$ cat src/rtl/auth_pkg.sv
package auth_pkg;
  typedef enum logic [1:0] {
    ST_NORMAL  = 2'd0,
    ST_HASHING = 2'd1,
    ST_AUTH    = 2'd2,
    ST_HALTED  = 2'd3
  } amode_e;

  localparam logic [7:0] OP_SIG_CLEAR = 8'hE0;
endpackage

$ cat src/rtl/auth_region_cmp.sv
module auth_region_cmp #(
  parameter int AW = 16
) (
  input  logic [AW-1:0] base,
  input  logic [AW-1:0] len,
  input  logic [AW-1:0] addr,
  output logic          hit
);
  function automatic logic in_window(input logic [AW-1:0] a,
                                     input logic [AW-1:0] b,
                                     input logic [AW-1:0] l);
    logic [AW-1:0] off;
    off = a - b;
    return (a >= b) && (off < l);
  endfunction

  assign hit = in_window(addr, base, len);
endmodule

$ cat src/rtl/auth_sig_store.sv
module auth_sig_store #(
  parameter int MW = 32
) (
  input  logic          clk,
  input  logic          rst_n,
  input  logic          load,
  input  logic [MW-1:0] load_val,
  input  logic          clr,
  output logic [MW-1:0] sig
);
  always_ff @(posedge clk) begin
    if (!rst_n)     sig <= '0;
    else if (clr)   sig <= '0;
    else if (load)  sig <= load_val;
  end


  sig_clear_chk: assert property (@(posedge clk) disable iff (!rst_n)
    clr |=> (sig == '0));

  sig_load_chk: assert property (@(posedge clk) disable iff (!rst_n)
    (load && !clr) |=> (sig == $past(load_val)));
endmodule

$ cat src/rtl/auth_mode_fsm.sv
module auth_mode_fsm
  import auth_pkg::*;
#(
  parameter int AW = 16
) (
  input  logic          clk,
  input  logic          rst_n,
  input  logic          branch_hit,
  input  logic          fetch_out,
  input  logic          mode_wr,
  input  logic          mac_done,
  input  logic          mac_match,
  input  logic [AW-1:0] region_base,
  output amode_e        st,
  output logic          armed,
  output logic          entry_ok,
  output logic          pc_load,
  output logic [AW-1:0] pc_value,
  output logic          auth_fail
);
  assign entry_ok = (st == ST_HASHING) && mac_done && mac_match;

  always_ff @(posedge clk) begin
    if (!rst_n) begin
      st        <= ST_NORMAL;
      armed     <= 1'b0;
      pc_load   <= 1'b0;
      pc_value  <= '0;
      auth_fail <= 1'b0;
    end else begin
      pc_load   <= 1'b0;
      auth_fail <= 1'b0;
      case (st)
        ST_NORMAL: begin
          armed <= 1'b0;
          if (branch_hit) st <= ST_HASHING;
        end
        ST_HASHING: begin
          if (mac_done) begin
            if (mac_match) begin
              st       <= ST_AUTH;
              pc_load  <= 1'b1;
              pc_value <= region_base;
            end else begin
              st        <= ST_NORMAL;
              auth_fail <= 1'b1;
            end
          end
        end
        ST_AUTH: begin
          if (fetch_out) begin
            st    <= armed ? ST_NORMAL : ST_HALTED;
            armed <= 1'b0;
          end else if (mode_wr) begin
            armed <= 1'b1;
          end
        end
        default: st <= ST_HALTED;
      endcase
    end
  end


  entry_start_chk: assert property (@(posedge clk) disable iff (!rst_n)
    (st == ST_NORMAL && branch_hit) |=> (st == ST_HASHING));

  redirect_chk: assert property (@(posedge clk) disable iff (!rst_n)
    pc_load |-> (st == ST_AUTH));

  fail_no_priv_chk: assert property (@(posedge clk) disable iff (!rst_n)
    auth_fail |-> (st == ST_NORMAL));

  halt_sticky_chk: assert property (@(posedge clk) disable iff (!rst_n)
    (st == ST_HALTED) |=> (st == ST_HALTED));

  exit_violation_chk: assert property (@(posedge clk) disable iff (!rst_n)
    (st == ST_AUTH && fetch_out && !armed) |=> (st == ST_HALTED));

  clean_exit_chk: assert property (@(posedge clk) disable iff (!rst_n)
    (st == ST_AUTH && fetch_out && armed) |=> (st == ST_NORMAL));
endmodule

$ cat src/rtl/auth_entry_ctrl.sv
module auth_entry_ctrl
  import auth_pkg::*;
#(
  parameter int AW = 16,
  parameter int MW = 32
) (
  input  logic          clk,
  input  logic          rst_n,
  input  logic [AW-1:0] region_base,
  input  logic [AW-1:0] region_len,
  input  logic          branch_valid,
  input  logic [AW-1:0] branch_target,
  input  logic          fetch_valid,
  input  logic [AW-1:0] fetch_addr,
  input  logic [MW-1:0] expected_mac,
  output logic          mac_req,
  input  logic          mac_done,
  input  logic [MW-1:0] mac_value,
  input  logic          mode_wr,
  input  logic          op_valid,
  input  logic [7:0]    op_code,
  output logic          stall,
  output logic          pc_load,
  output logic [AW-1:0] pc_value,
  output logic          auth_mode,
  output logic          auth_fail,
  output logic          halted,
  output logic [MW-1:0] saved_sig
);
  logic   br_in, fe_in, branch_hit, fetch_out, entry_ok, armed, sig_clr;
  amode_e st;

  auth_region_cmp #(.AW(AW)) u_br_cmp (
    .base(region_base), .len(region_len), .addr(branch_target), .hit(br_in));
  auth_region_cmp #(.AW(AW)) u_fe_cmp (
    .base(region_base), .len(region_len), .addr(fetch_addr), .hit(fe_in));

  assign branch_hit = branch_valid && br_in;
  assign fetch_out  = fetch_valid && !fe_in;
  assign sig_clr    = op_valid && (op_code == OP_SIG_CLEAR);

  auth_mode_fsm #(.AW(AW)) u_fsm (
    .clk(clk), .rst_n(rst_n), .branch_hit(branch_hit), .fetch_out(fetch_out),
    .mode_wr(mode_wr), .mac_done(mac_done), .mac_match(mac_value == expected_mac),
    .region_base(region_base), .st(st), .armed(armed), .entry_ok(entry_ok),
    .pc_load(pc_load), .pc_value(pc_value), .auth_fail(auth_fail));

  auth_sig_store #(.MW(MW)) u_sig (
    .clk(clk), .rst_n(rst_n), .load(entry_ok), .load_val(mac_value),
    .clr(sig_clr), .sig(saved_sig));

  assign mac_req   = (st == ST_HASHING);
  assign auth_mode = (st == ST_AUTH);
  assign halted    = (st == ST_HALTED);
  assign stall     = mac_req || halted || ((st == ST_NORMAL) && branch_hit);


  req_stalls_chk: assert property (@(posedge clk) disable iff (!rst_n)
    mac_req |-> stall);

  no_rehash_chk: assert property (@(posedge clk) disable iff (!rst_n)
    auth_mode |=> !mac_req);

  arm_only_auth_chk: assert property (@(posedge clk) disable iff (!rst_n)
    armed |-> auth_mode);
endmodule

$ cat config.mk
export PLATFORM = sky130hd
export DESIGN_NAME = auth_entry_ctrl
export DESIGN_NICKNAME = d
export VERILOG_FILES = /design/src/rtl/auth_pkg.sv /design/src/rtl/auth_region_cmp.sv /design/src/rtl/auth_sig_store.sv /design/src/rtl/auth_mode_fsm.sv /design/src/rtl/auth_entry_ctrl.sv
export SDC_FILE = /design/constraint.sdc
export NUM_CORES = 1
export LEC_CHECK = 0
export CAP_MARGIN = 30
export CORE_ASPECT_RATIO = 2
export CORE_MARGIN = 2
export CORE_UTILIZATION = 45
export DETAILED_ROUTE_END_ITERATION = 16
export PLACE_DENSITY = 0.89
export REMOVE_ABC_BUFFERS = 1
export SYNTH_ARGS = -nofsm -noshare
export SYNTH_HDL_FRONTEND = slang
export SYNTH_HIERARCHICAL = 1
export SYNTH_SLANG_ARGS = --single-unit
export TNS_END_PERCENT = 1
$ cat constraint.sdc
create_clock -name clk -period 5.1 [get_ports clk]
set_input_delay 1.02 -clock clk [delete_from_list [all_inputs] [get_ports clk]]
set_output_delay 1.02 -clock clk [all_outputs]
set_load 0.03 [all_outputs]
==> metrics.cfg <==
[global_route]
grt_max_degree = 34
antenna_found_initial = 0
grt_pass1_wl_mm = 26.49
grt-ovfl-total = 0
grt_pass1_vias = 5783
grt_usage_pct = 27.40

[floorplanning]
die_w_microns = 78.67
die_area_sq_um = 12060
dieHeight_microns = 153.3
start_util_pct = 46.12
core_sq_um = 10880
ios = 197
core.rowCount = 54

[yosys]
ys_seq_elements = 53
syn_avg_cell_area_sq_um = 8.066
muxShareOfSynthArea_pct = 9.576
yosys_most_used_dff = dfxtp_1
synth-adder-area-share_pct = 16.26
ys_seq_area_share_pct = 21.15
synthesis.area_sq_um = 5017
yosys_warnings = 6
async_flop_share_pct = 0
ys_top_cells_by_area = dfxtp_1, ha_1, mux2i_1
synth_largest_area_cell = dfxtp_1
synth_edf_count = 0
synth_top_area_share_pct = 21.15
yosys.cell_types.count = 63
synth_top_family_by_area = simple AND/OR/NAND/NOR gates
synthXorXnorAreaFrac_pct = 8.903
synthCells = 622
synth_compound_gate_area_share_pct = 15.61
synthSimpleGateAreaFrac_pct = 19.15

[cells_and_area]
final_common_cell = clkdlybuf4s50_1
fillCellCount = 753
drive_above_1_share_pct = 19.13
final_core_util_pct = 74.78
syn_to_final_growth_pct = 62.12
final_cell_mix = clkdlybuf4s50_1, buf_4, inv_1
fin_nets = 1100
fin_cells = 1034
diodes = 0
final_area_sq_um = 8134

[power_and_ir_drop]
power_frac_clock_pct = 23.4
combPwrFrac_pct = 48.3
cellLeakagePower_nw = 3.507
intPower_w = 0.0009778
power_density_nw_per_um2 = 181.1
power_frac_seq_pct = 28.3
power_w = 0.001473
p_sw_w = 0.0004950
sw_frac_of_total_pct = 33.61
irDropWorstVdd_v = 0.0001626

[clock_network]
path_clk_slew_ps = 70
clock-sinks = 53
cts_tree = built
clk_latency_ps = 290
postCtsHoldBufs = 0
clockRootBuffer = clkbuf_16
h-tree-depth = 2
cts_inserted_buffers = 5
cts.path.max_buffers = 2

[status]
outcome = finished with violations
violations = setup timing

[sta]
slew-limit-headroom_pct = 35.43
finalMaxSlewViolations = 0
fin_crit_ps = 5245
skew_ps = 7.417
worstMarginPinSlew_ps = 965.5
fmax_mhz = 190.6
hold_violations = 0
rsz0062_at_grt = yes
setup_ws_ps = -145.5
fin_crit_sh_pct = 102.9
finalSetupViolCount = 1

[min_path]
hp-class = register to register
hold-path-cell-count = 2

[route]
firstDrtPassIters = 4
antenna_left = 0
route.detailed.drc = 0
routed_via_density = 5.405
drt_iter0_markers = 233
wirelength_mm = 17.67
wl_per_cell_microns = 17.09
vias = 5589

[setup_path]
critPathArrivalTime_ps = 4230
startpoint_type = input port
r2r_cells = 4
path_cells = clkdlybuf4s50_1 -> ha_4 -> buf_4 -> a21o_1 -> a21o_1 -> a21oi_2 -> o21ai_2 -> xor2_1 -> ha_1 -> nand4_1 -> nor2_2 -> a21oi_2 -> o211ai_1 -> a311oi_2 -> and2_1 -> a21o_1 -> buf_6
path_common_cell = a21o_1
slowest_stage = clkdlybuf4s50_1
crit_type = input port to primary output
required_ps = 4080
end_kind = primary output
cpPeakStageDelay_ps = 510
critPathMaxFanout = 2

[placement]
dp.cells = 1013
place_area_sq_um = 7532
hpwlAfterDp_mm = 13.48
port_buffers = 196
gp_congestion = 0.9145

[job]
cap_violations = 0

==> logic make-up after synthesis <==
logic type | Yosys count
AOI/OAI and AO/OA | 119
adders and majority gates | 64
and+or+nand+nor | 194
xor gates and xnor gates | 51
buffers and inverters | 93
DFF | 53
muxes | 48
==> flip-flops by register name, summed over array words and instances (netlist names) <==
| name | cells |
|---|---|
| u_sig/sig | 32 |
| u_fsm/pc_value | 16 |
| u_fsm/st | 2 |
| u_fsm/armed | 1 |
| u_fsm/auth_fail | 1 |
| u_fsm/pc_load | 1 |
==> per-layer routing <==
layer	share of wire [%]	GRT usage (%)	vias to the layer above
li1	-	-	2702
met1	34	24.94	2617
met2	56	54.46	191
met3	4.1	2.656	79
met4	6.5	17.79	0
met5	0	0	-
==> path summary, 6_finish.rpt <==
path                 startpoint            endpoint  slack (ps)
max            branch_target[9]               stall        -150
min reg2reg  u_fsm/pc_value[11]  u_fsm/pc_value[11]         460
max reg2reg         u_fsm/st[0]       u_sig/sig[22]        3340
min          u_fsm/pc_value[11]  u_fsm/pc_value[11]         460
==> repair_timing <==
action / 4_1_cts / 5_1_grt
pin swaps: 42 / 25
gates resized for setup: 93 / 40
setup endpoints to repair: 1 / 1
setup buffers: 7 / 6
endpoints found under the hold margin: 0 / 0
==> power groups by stage <==
stage / Sequential, W / Combinational, W / Clock, W
global route: 0.000417 / 0.000766 / 0.000367
CTS: 0.000417 / 0.000637 / 0.000355
detailed placement: 0.000426 / 0.000597 / 0
finish: 0.000417 / 0.000711 / 0.000345
global placement: 0.000426 / 0.000578 / 0
floorplan: 0.000426 / 0.000310 / 0
==> synthesized netlist by cell type, types with 2 or more instances <==
cell and count:
o211ai_1 2, and2_1 4, buf_12 5, xnor2_1 13, nand2b_1 4, o21a_1 6, o311ai_0 3, a21oi_1 40
or2_2 2, o31ai_1 3, o21ai_0 20, dfxtp_1 53, inv_1 73, buf_6 2, and2b_1 3, a41oi_1 2
a21boi_0 3, o21ai_1 5, nand4_1 9, a211oi_1 2, a21o_1 9, a2111oi_0 2, o21bai_1 4, buf_2 8
nor4_1 14, buf_1 2, nor2_1 58, o31a_1 2, a311oi_1 2, clkbuf_2 2, fa_1 2, and4_1 5
or3_1 6, ha_1 62, mux2i_1 48, nand3_1 10, nor3_1 5, nor2b_1 14, xor2_1 38, a31oi_1 2
nand2_1 51
==> worst max-delay path, delay by kind of cell <==
family	cells	cell delay, ps
AND/OR/NAND/NOR	3	440
XOR/XNOR	1	150
buffers and inverters	3	780
AO/OA/AOI/OAI	8	1300
adder cells (fa/ha/maj)	2	520
==> area by class of cell <==
class / instances / area [sq um] / share of cell area, %
Clock buffer: 5 / 125.1 / 1.538
Clock inverter: 3 / 26.28 / 0.3230
Inverter: 73 / 276.5 / 3.399
Multi-Input combinational cell: 476 / 3841 / 47.22
Sequential cell: 53 / 1061 / 13.04
Tap cell: 140 / 175.2 / 2.154
Timing Repair Buffer: 284 / 2629 / 32.32
==> stage by stage <==
stage               TNS, ps  setup slack, ps  hold slack, ps
finish               -145.5           -145.5           459.4
global route         -279.2           -279.2           480.7
CTS                       0            1.289           461.4
detailed placement   -579.3           -579.3           449.4
global placement     -462.8           -462.8           441.6
floorplan                 0            351.5           443.8
Note: power is estimated with default switching activity, not from simulation.
